==> src/rtl/cw_pkg.sv <==
package cw_pkg;
  typedef enum logic [2:0] {
    ST_IDLE,
    ST_SETUP,
    ST_LOW,
    ST_DATA,
    ST_HIGH,
    ST_TAIL_LO,
    ST_TAIL_HI
  } cw_state_e;
endpackage

==> src/rtl/cw_step_timer.sv <==
module cw_step_timer #(
  parameter int STEP_CYCLES = 50
) (
  input  logic clk,
  input  logic rst_n,
  input  logic restart,
  input  logic run,
  output logic tick
);
  localparam int CNT_W = (STEP_CYCLES > 1) ? $clog2(STEP_CYCLES) : 1;
  localparam logic [CNT_W-1:0] LAST = CNT_W'(STEP_CYCLES - 1);

  logic [CNT_W-1:0] cnt;

  always_ff @(posedge clk or negedge rst_n) begin
    if (!rst_n) begin
      cnt <= '0;
    end else if (restart) begin
      cnt <= '0;
    end else if (run) begin
      if (cnt == LAST) cnt <= '0;
      else             cnt <= cnt + 1'b1;
    end
  end

  assign tick = run && (cnt == LAST);

  // a step boundary always restarts the count
  a_r10_tick_restarts: assert property (@(posedge clk) disable iff (!rst_n)
    (tick && !restart) |=> (cnt == '0));
endmodule

==> src/rtl/cw_shifter.sv <==
module cw_shifter #(
  parameter int WIDTH = 16
) (
  input  logic             clk,
  input  logic             rst_n,
  input  logic             load,
  input  logic [WIDTH-1:0] load_word,
  input  logic             shift,
  output logic             msb
);
  logic [WIDTH-1:0] sh;

  always_ff @(posedge clk or negedge rst_n) begin
    if (!rst_n)     sh <= '0;
    else if (load)  sh <= load_word;
    else if (shift) sh <= {sh[WIDTH-2:0], 1'b0};
  end

  assign msb = sh[WIDTH-1];

  // the first bit presented after a load is the word's MSB
  a_r3_load_msb: assert property (@(posedge clk) disable iff (!rst_n)
    load |=> (msb == $past(load_word[WIDTH-1])));
endmodule

==> src/rtl/cw_sequencer.sv <==
module cw_sequencer
  import cw_pkg::*;
#(
  parameter int FRAME_W = 16
) (
  input  logic clk,
  input  logic rst_n,
  input  logic req_valid,
  input  logic tick,
  input  logic bit_in,
  output logic accept,
  output logic run,
  output logic shift,
  output logic req_ready,
  output logic busy,
  output logic done,
  output logic cs_n,
  output logic sclk,
  output logic mosi
);
  localparam int BIT_W = (FRAME_W > 1) ? $clog2(FRAME_W) : 1;
  localparam logic [BIT_W-1:0] LAST_BIT = BIT_W'(FRAME_W - 1);

  cw_state_e        state;
  logic [BIT_W-1:0] bit_idx;

  assign req_ready = (state == ST_IDLE);
  assign busy      = (state != ST_IDLE);
  assign run       = busy;
  assign accept    = req_valid && req_ready;
  assign shift     = tick && (state == ST_LOW);

  always_ff @(posedge clk or negedge rst_n) begin
    if (!rst_n) begin
      state   <= ST_IDLE;
      bit_idx <= '0;
      cs_n    <= 1'b1;
      sclk    <= 1'b1;
      mosi    <= 1'b0;
      done    <= 1'b0;
    end else begin
      done <= 1'b0;
      unique case (state)
        ST_IDLE: begin
          if (accept) begin
            cs_n    <= 1'b0;
            bit_idx <= '0;
            state   <= ST_SETUP;
          end
        end
        ST_SETUP: begin
          if (tick) begin
            sclk  <= 1'b0;
            state <= ST_LOW;
          end
        end
        ST_LOW: begin
          if (tick) begin
            mosi  <= bit_in;
            state <= ST_DATA;
          end
        end
        ST_DATA: begin
          if (tick) begin
            sclk  <= 1'b1;
            state <= ST_HIGH;
          end
        end
        ST_HIGH: begin
          if (tick) begin
            sclk <= 1'b0;
            if (bit_idx == LAST_BIT) begin
              cs_n  <= 1'b1;
              mosi  <= 1'b0;
              state <= ST_TAIL_LO;
            end else begin
              bit_idx <= bit_idx + 1'b1;
              state   <= ST_LOW;
            end
          end
        end
        ST_TAIL_LO: begin
          if (tick) begin
            sclk  <= 1'b1;
            state <= ST_TAIL_HI;
          end
        end
        ST_TAIL_HI: begin
          if (tick) begin
            done  <= 1'b1;
            state <= ST_IDLE;
          end
        end
        default: state <= ST_IDLE;
      endcase
    end
  end

  // acceptance selects the codec on the next cycle
  a_r2_accept_selects: assert property (@(posedge clk) disable iff (!rst_n)
    accept |=> (!cs_n && busy && sclk));
  // select is released only while the serial clock is low
  a_r5_release_clock_low: assert property (@(posedge clk) disable iff (!rst_n)
    $rose(cs_n) |-> !sclk);
  // data is steady across each rising serial clock edge
  a_r4_data_steady_on_rise: assert property (@(posedge clk) disable iff (!rst_n)
    $rose(sclk) |-> $stable(mosi));
  // completion pulse lasts a single cycle
  a_r7_done_single: assert property (@(posedge clk) disable iff (!rst_n)
    done |=> !done);
  // completion coincides with return to idle
  a_r7_done_idle: assert property (@(posedge clk) disable iff (!rst_n)
    done |-> (req_ready && cs_n && sclk));
endmodule

==> src/rtl/codec_cw_writer.sv <==
module codec_cw_writer #(
  parameter int ADDR_W      = 7,
  parameter int DATA_W      = 9,
  parameter int STEP_CYCLES = 50
) (
  input  logic              clk,
  input  logic              rst_n,
  input  logic              req_valid,
  output logic              req_ready,
  input  logic [ADDR_W-1:0] req_addr,
  input  logic [DATA_W-1:0] req_data,
  output logic              busy,
  output logic              done,
  output logic              cs_n,
  output logic              sclk,
  output logic              mosi,
  output logic              rw
);
  localparam int FRAME_W = ADDR_W + DATA_W;

  logic accept, run, tick, shift, bit_msb;

  cw_step_timer #(.STEP_CYCLES(STEP_CYCLES)) u_timer (
    .clk     (clk),
    .rst_n   (rst_n),
    .restart (accept),
    .run     (run),
    .tick    (tick)
  );

  cw_shifter #(.WIDTH(FRAME_W)) u_shift (
    .clk       (clk),
    .rst_n     (rst_n),
    .load      (accept),
    .load_word ({req_addr, req_data}),
    .shift     (shift),
    .msb       (bit_msb)
  );

  cw_sequencer #(.FRAME_W(FRAME_W)) u_seq (
    .clk       (clk),
    .rst_n     (rst_n),
    .req_valid (req_valid),
    .tick      (tick),
    .bit_in    (bit_msb),
    .accept    (accept),
    .run       (run),
    .shift     (shift),
    .req_ready (req_ready),
    .busy      (busy),
    .done      (done),
    .cs_n      (cs_n),
    .sclk      (sclk),
    .mosi      (mosi)
  );

  assign rw = busy;

  // the codec is never selected without the write direction
  a_r9_rw_while_selected: assert property (@(posedge clk) disable iff (!rst_n)
    !cs_n |-> rw);
endmodule

==> config.mk <==
export PLATFORM = sky130hd
export DESIGN_NAME = codec_cw_writer
export DESIGN_NICKNAME = d
export VERILOG_FILES = /design/src/rtl/cw_pkg.sv /design/src/rtl/cw_step_timer.sv /design/src/rtl/cw_shifter.sv /design/src/rtl/cw_sequencer.sv /design/src/rtl/codec_cw_writer.sv
export SDC_FILE = /design/constraint.sdc
export NUM_CORES = 1
export LEC_CHECK = 0
export CAP_MARGIN = 20
export CORE_AREA = 2 2 64 60
export CTS_CLUSTER_DIAMETER = 30
export CTS_CLUSTER_SIZE = 40
export DETAILED_ROUTE_END_ITERATION = 10
export DIE_AREA = 0 0 66 62
export HOLD_SLACK_MARGIN = 0.06
export MAX_ROUTING_LAYER = met4
export PLACE_DENSITY = 0.87
export SYNTH_ARGS = -nofsm -noshare
export SYNTH_HDL_FRONTEND = slang
export SYNTH_SLANG_ARGS = --single-unit
==> constraint.sdc <==
create_clock -name clk -period 3.87 [get_ports clk]
set_clock_uncertainty 0.2 [all_clocks]
set_input_delay 0.387 -clock clk [delete_from_list [all_inputs] [get_ports clk]]
set_output_delay 0.387 -clock clk [all_outputs]
set_load 0.03 [all_outputs]
# After elaboration in Yosys (flattened, before gate mapping)
# Index checks and enable logic that the tools add are counted.
[totals] register_bits=33 inputBits=19 wordCells=77
[classes] addsub=2 n_eq_ne=19 mux=31 n_reduce_logical=17
[ops] cell="$mux 16" n=2
[ops] cell="$mux 3" n=8
[ops] cell="$pmux 3 s7" n=1
[ops] cell="$mux 6" n=3
[ops] cell="$ne 2x1->1 const B" n=9
[ops] cell="$mux 4" n=3
[ops] cell="$reduce_and 4->1" n=3
[ops] cell="$mux 1" n=10
[ops] cell="$reduce_bool 2->1" n=5
[ops] cell="$eq 3x3->1 const B" n=3
[ops] cell="$pmux 4 s2" n=1
[ops] cell="$reduce_and 7->1" n=1
[ops] cell="$add 6x1->6 const B" n=1
[ops] cell="$eq 3x2->1 const B" n=2
[ops] cell="$eq 6x6->1 const B" n=1
[ops] cell="$pmux 1 s2" n=3
[ops] cell="$add 4x1->4 const B" n=1
[ops] cell="$eq 4x4->1 const B" n=1
[ops] cell="$ne 2x2->1 const B" n=2
[ops] cell="$reduce_or 2->1" n=2
[ops] cell="$eq 3x1->1 const B" n=1
[ops] cell="$logic_and 1x1->1" n=3
[ops] cell="$logic_not 3->1" n=1
[ops] cell="$reduce_and 3->1" n=1
[ops] cell="$reduce_bool 3->1" n=1

# Logic depth before layout (Yosys ltp)
# Gate-level depths: netlist of the first run.
[depth] word_depth=5 mapped_depth=7

# Hierarchy
# Synthesis of the first run repeated with hierarchy kept, for this count alone.
[hier_totals] cells_unflattened=186 hier_area_um2=1806.7
[by_module_without_submodules] mod="cw_shifter" instances=1 cells_per_inst=69 area_each_um2=742.0 seq_area_each_um2=400.4
[by_module_without_submodules] mod="cw_sequencer" instances=1 cells_per_inst=73 area_each_um2=648.1 seq_area_each_um2=277.8
[by_module_without_submodules] mod="cw_step_timer" instances=1 cells_per_inst=43 area_each_um2=409.1 seq_area_each_um2=150.1
[by_module_without_submodules] mod="codec_cw_writer" instances=1 cells_per_inst=1 area_each_um2=7.5 seq_area_each_um2=0.0

# Worst setup path before layout of the first run
# No wires, ideal clock.
[synth_path] kind="reg2out" from="register u_seq.state[1]" to="output rw" arrival_time_ns=1.403 required_ns=3.283 setup_slack_ns=1.880 path_stages_with_launch=5 cell_sequence="dfrtp_1 > buf_4 > nor3_4 > inv_2 > buf_4"
[synth_between] elab_chain_len=1
[synth_lines] item="start: declaration" line_no="cw_sequencer.sv:24" source="cw_state_e state;"
[synth_lines] item="start signal: assignment" line_no="cw_sequencer.sv:35" source="state <= ST_IDLE;"
[synth_lines] item="start signal: assignment" line_no="cw_sequencer.sv:48" source="state <= ST_SETUP;"
[synth_lines] item="start signal: assignment" line_no="cw_sequencer.sv:54" source="state <= ST_LOW;"
[synth_lines] item="$reduce_bool 3->1" line_no="cw_sequencer.sv:28" source="assign busy = (state != ST_IDLE);"
[synth_lines] item="end: declaration" line_no="codec_cw_writer.sv:17" source="output logic rw"
# No other way between the ends.

# Final worst setup path of the first run
[layout_path] from="register u_seq.state[1]" to="output busy"
[layout_between] elab_chain_len=1
[layout_lines] item="$reduce_bool 3->1" line_no="cw_sequencer.sv:28"
[layout_lines] item="end: declaration" line_no="codec_cw_writer.sv:12" source="output logic busy,"
# No other way between the ends.

==> flow_summary.ini, run 1 <==
[run_status]
outcome = finished, final reports clean

[synthesis]
synth_flop_cell = dfrtp_1
yosys-top-cells-area = dfrtp_1, mux2i_1, nand2_1
ys_ff_latch = 33
synth_edf_count = 0
synth_cells = 183
yosys.cell_count.top_type = dfrtp_1
synth_top_cell_by_area = dfrtp_1
syn_area_um2 = 1927
yosysSeqAreaShare_pct = 42.99
yosysTopAreaCellShare_pct = 40.26
syn_nets = 205
async_flop_share_pct = 100.0
synth_commonest_cells = dfrtp_1, nand2_1, mux2i_1
yosys.cell_types.count = 51
ys_warn_count = 0
avgSynthCellArea_um2 = 10.53

[power_and_ir_drop]
clkPwrFrac_pct = 18.5
internal_power_uw = 803.9
seq_power_share_pct = 48.9
p_sw_share_pct = 37.97
comb_power_share_pct = 32.6
p_sw_uw = 492.2
power.total_mw = 1.296
power-per-cell-area_nw_per_um2 = 586.2
vdd_drop_max_mv = 0.3833
leakagePower_nw = 0.8680

[worst_hold_path]
min-delay-start = u_shift.sh[8]
min_path_type = reg -> reg

[clock_tree]
clock-sinks = 33
insertion_delay_ns = 0.29
cts_resized = 0
htree_levels = 2
tritoncts = done
clock_path_buffers = 2
cts_root_buf = clkbuf_8
cts_hold_buffers = 0
cts_buffers = 5
cts_setup_buffers = 0
clk_pin_slew_ns = 0.07

[global_routing]
overflow = 0
grt_max_degree = 34
grt_pass1_wl_mm = 6.072
antenna_found_initial = 0
grt_util_all_layers_pct = 20.43
grt_pass1_vias = 1242

[final_layout]
area_growth_pct = 14.74
multiInputGateArea_um2 = 963.4
seqCellArea_um2 = 828.3
num-fill-cells = 290
final_layout_size_suffix_gt1_share_pct = 14.29
stdcell_count = 249
post-route-util_pct = 62.79
num_antenna_cells = 0
fin_nets = 225

[flow_run]
maxCapViolations = 0

[critical_path]
critPathMaxFanout = 20
crit_start = u_seq.state[1]
crit_required_ns = 3.28
crit_type = reg -> out
worstSetupEndpointType = output pin
worstReg2RegStart = u_seq.state[1]
critPathLaunchType = flip-flop
arrival_ns = 2.16
reg2reg_slack_ns = 1.42

[place]
gp_congestion = 0.8194
hpwl_mm = 2.466
port_buffers = 25
pre_cts_slack_ns = 1.270
placed_cells = 242

[sta]
fmax_mhz = 363.7
grt_setup_unrepaired = no
relSlewSlack_pct = 44.17
maxSlewViolCount = 0
fin_crit_sh_pct = 71.04
finalHoldViolations = 0
setup_ws_ns = 1.121
fin_crit_ns = 2.749
tightest_slew_ns = 0.8375
setup_viol = 0
tns_ns = 0

[drt]
viasPerCell = 5.835
vias = 1453
ant_nets = 0
drcViolationCount = 0
dr.pass1.iters = 4
wirelength_mm = 3.612
drt-initial-drc-count = 111
wl_per_cell_um = 14.51

[floorplanning]
start_util_pct = 54.73
die_w_um = 66
dieArea_um2 = 4092
fp.coreArea_um2 = 3521
chipHeight_um = 62
rows = 21
io_pins = 26
-- cell usage in the layout, fill, tap and decap left out, types with 4 or more instances in the layout --
cell type        Yosys  routed
dfrtp_1             31      31
clkdlybuf4s50_1      0      25
nand2_1             21      21
mux2i_1             16      16
o21ai_1             12      12
nand3_1              9       9
o21ai_2              8       8
nor2_1               6       6
nor2b_1              5       5
clkbuf_8             0       5
inv_1                4       4
and3_1               4       4
o31ai_1              4       4
a21oi_1              4       4
-- power groups by stage --
stage | combinational, mW | sequential (mW) | clock (mW)
floorplan | 0.377 | 0.574 | 0
global placement | 0.410 | 0.628 | 0
detailed placement | 0.426 | 0.635 | 0
CTS | 0.428 | 0.630 | 0.245
global route | 0.480 | 0.655 | 0.263
finish | 0.423 | 0.634 | 0.239
-- per-layer routing --
metal  vias up  part of all wire (%)  GRT usage (%)
li1        714                     -              -
met1       703                    49          28.59
met2        33                    46          29.29
met3         3                   4.7          5.946
met4         0                  0.89          5.248
met5         -                     0              -
-- cell type report --
class | count | area share, %
Tap cell | 46 | 2.603
Clock buffer | 6 | 3.282
Sequential cell | 33 | 37.46
Clock inverter | 1 | 0.2264
Timing Repair Buffer | 27 | 12.00
Inverter | 5 | 0.8489
Multi-Input combinational cell | 131 | 43.58
-- path summary, 6_finish.rpt --
kind                             endpoint  cells past startpoint
setup / recovery                     busy                      3
hold / removal              u_shift.sh[8]                      2
setup reg to reg            u_shift.sh[6]                      5
hold reg to reg             u_shift.sh[8]                      2
max in group asynchronous      u_seq.cs_n                      2
min in group asynchronous  u_shift.sh[11]                      2
-- cell families (layout without fill, tap and decap cells) --
kind of cell	count (synthesis)	in the layout	share of synthesized area (%)
and+or+nand+nor	59	59	17.40
AOI/OAI and AO/OA	50	50	20.52
DFF	33	33	42.99
buffers and inverters	19	39	7.467
muxes	16	16	8.312
adders and majority gates	3	3	1.948
xor gates and xnor gates	3	3	1.364
-- per-stage QoR --
step / hold slack [ns] / area (um2)
floorplan: -0.1086 / 1927
global placement: 0.2610 / 2133
detailed placement: 0.2667 / 2133
CTS: 0.2814 / 2211
global route: 0.3044 / 2211
finish: 0.2809 / 2211
-- worst max-delay path: stages, from the launching register on --
cell and delay [ns]:
dfrtp_1 0.86, nor3_4 0.13, inv_2 0.18, clkdlybuf4s50_1 0.69
-- state kept, by name (all words and copies together) (netlist names) --
signal,cells
u_seq.bit_idx,4
u_seq.sclk,1
u_timer.cnt,6
u_seq.mosi,1
u_seq.done,1
u_seq.cs_n,1
u_seq.state,3
u_shift.sh,16
(Power assumes the default switching activity.)
==> run 2, diff against run 1 <==
- CORE_AREA: 2 2 64 60 -> 2 2 66 62
- DIE_AREA: 0 0 66 62 -> 0 0 68 64
- PLACE_DENSITY: 0.87 -> 0.82
- clock period: 3.87 -> 2.8 ns (I/O delays scaled with it)
==> flow_summary.ini, run 2 (synthesized netlist as in run 1, its figures left out) <==
[critical_path]
reg2reg_slack_ns = 0.74
worstSetupEndpointType = output pin
arrival_ns = 2.04
crit_type = reg -> out
reg2regPathDepth = 4
timing.rr.end = u_shift.sh[5]
worstReg2RegStart = u_seq.state[0]
critPathLaunchType = flip-flop
critPathMaxFanout = 16
crit_required_ns = 2.32

[final_layout]
fin_nets = 228
area_growth_pct = 16.56
num_antenna_cells = 0
largest_reg_flops = 16
final_layout_size_suffix_gt1_share_pct = 15.46
post-route-util_pct = 61.94
layout_commonest_cell = dfrtp_1
num-fill-cells = 305
top_register = u_shift.sh
top_regs = u_shift.sh: 16 flops, u_timer.cnt: 6 flops, u_seq.bit_idx: 4 flops
stdcell_count = 253
layout_common_cells = dfrtp_1, clkdlybuf4s50_1, nand2_1

[sta]
grt_setup_unrepaired = no
fin_crit_ns = 2.520
setup_viol = 0
tns_ns = 0
holdWs_ns = 0.1919
fin_crit_sh_pct = 89.99
maxSlewViolCount = 0
finalHoldViolations = 0
fmax_mhz = 396.9
relSlewSlack_pct = 58.35
tightest_slew_ns = 0.6248

[power_and_ir_drop]
power-per-cell-area_nw_per_um2 = 814.9
leakagePower_nw = 0.8872
vdd_drop_max_mv = 0.3668
power.total_mw = 1.830

[floorplanning]
start_util_pct = 53.14
io_pins = 26
dieArea_um2 = 4352
rows = 21
fp.coreArea_um2 = 3626
die_w_um = 68
chipHeight_um = 64

[run_status]
outcome = finished, final reports clean

[clock_tree]
htree_levels = 2
cts_buffers = 5
cts_hold_buffers = 0
clk_pin_slew_ns = 0.06
cts_root_buf = clkbuf_8
clock_path_buffers = 2
clock-sinks = 33
cts_resized = 0
tritoncts = done
cts_setup_buffers = 0
insertion_delay_ns = 0.28

[drt]
ant_nets = 0
viasPerCell = 5.636
drt-initial-drc-count = 102
wirelength_mm = 3.564
drcViolationCount = 0
wl_per_cell_um = 14.09
vias = 1426
dr.pass1.iters = 4

[global_routing]
grt_util_all_layers_pct = 19.59
overflow = 0
antenna_found_initial = 0
grt_pass1_wl_mm = 6.279
grt_pass1_vias = 1394
grt_max_degree = 34

[place]
hpwl_mm = 2.530
port_buffers = 25
placed_cells = 245
gp_congestion = 0.8132

[flow_run]
maxCapViolations = 0

[worst_hold_path]
min_path_type = in -> async
## run 2: final cells by class
cell class                      count  area, um2  share of cell area, %
Tap cell                           46      57.56                  2.563
Sequential cell                    33      828.3                  36.88
Clock buffer                        8      90.09                  4.011
Multi-Input combinational cell    131      963.4                  42.90
Timing Repair Buffer               30      287.8                  12.81
Inverter                            5      18.77                 0.8357
## run 2: how the worst max path moves through the flow
| stage | start | end | slack (ns) | cells after the start |
|---|---|---|---|---|
| after detailed placement | req_valid | u_seq.bit_idx[3] | 0.57 | 5 |
| after floorplan | u_seq.state[1] | u_seq.state[0] | 0.86 | 6 |
| after global routing | u_seq.state[0] | rw | 0.19 | 3 |
| after global placement | req_valid | u_shift.sh[5] | 0.60 | 5 |
| after CTS | u_seq.state[0] | busy | 0.30 | 3 |
| final | u_seq.state[0] | busy | 0.28 | 3 |
## run 2: worst max-delay path, stage by stage (launching register included)
cell and delay, ns:
dfrtp_1 0.60, nor3_4 0.40, inv_2 0.14, clkdlybuf4s50_1 0.62
## run 2: where the power goes
group | total [mW] | switching [mW] | internal (mW)
Combinational | 0.618 | 0.322 | 0.296
Clock | 0.365 | 0.165 | 0.200
Sequential | 0.847 | 0.190 | 0.657
Total | 1.83 | 0.677 | 1.15
## run 2: per-stage QoR
step                      instance area [um2]  worst slack, ns
after global placement                   2156           0.6048
after floorplan                          1927           0.8598
after CTS                                2246           0.2999
after global routing                     2246           0.1862
after detailed placement                 2156           0.5691
final                                    2246           0.2802
## run 2: layer usage
| metal | part of all wire [%] | wire [um] | GRT usage (%) | up-vias |
|---|---|---|---|---|
| met1 | 49 | 1734 | 25.71 | 682 |
| met4 | 1.4 | 51 | 8.250 | 0 |
| met2 | 47 | 1669 | 29.13 | 21 |
| met5 | 0 | 0 | - | - |
| met3 | 3.0 | 108 | 4.225 | 6 |
| li1 | - | - | - | 717 |
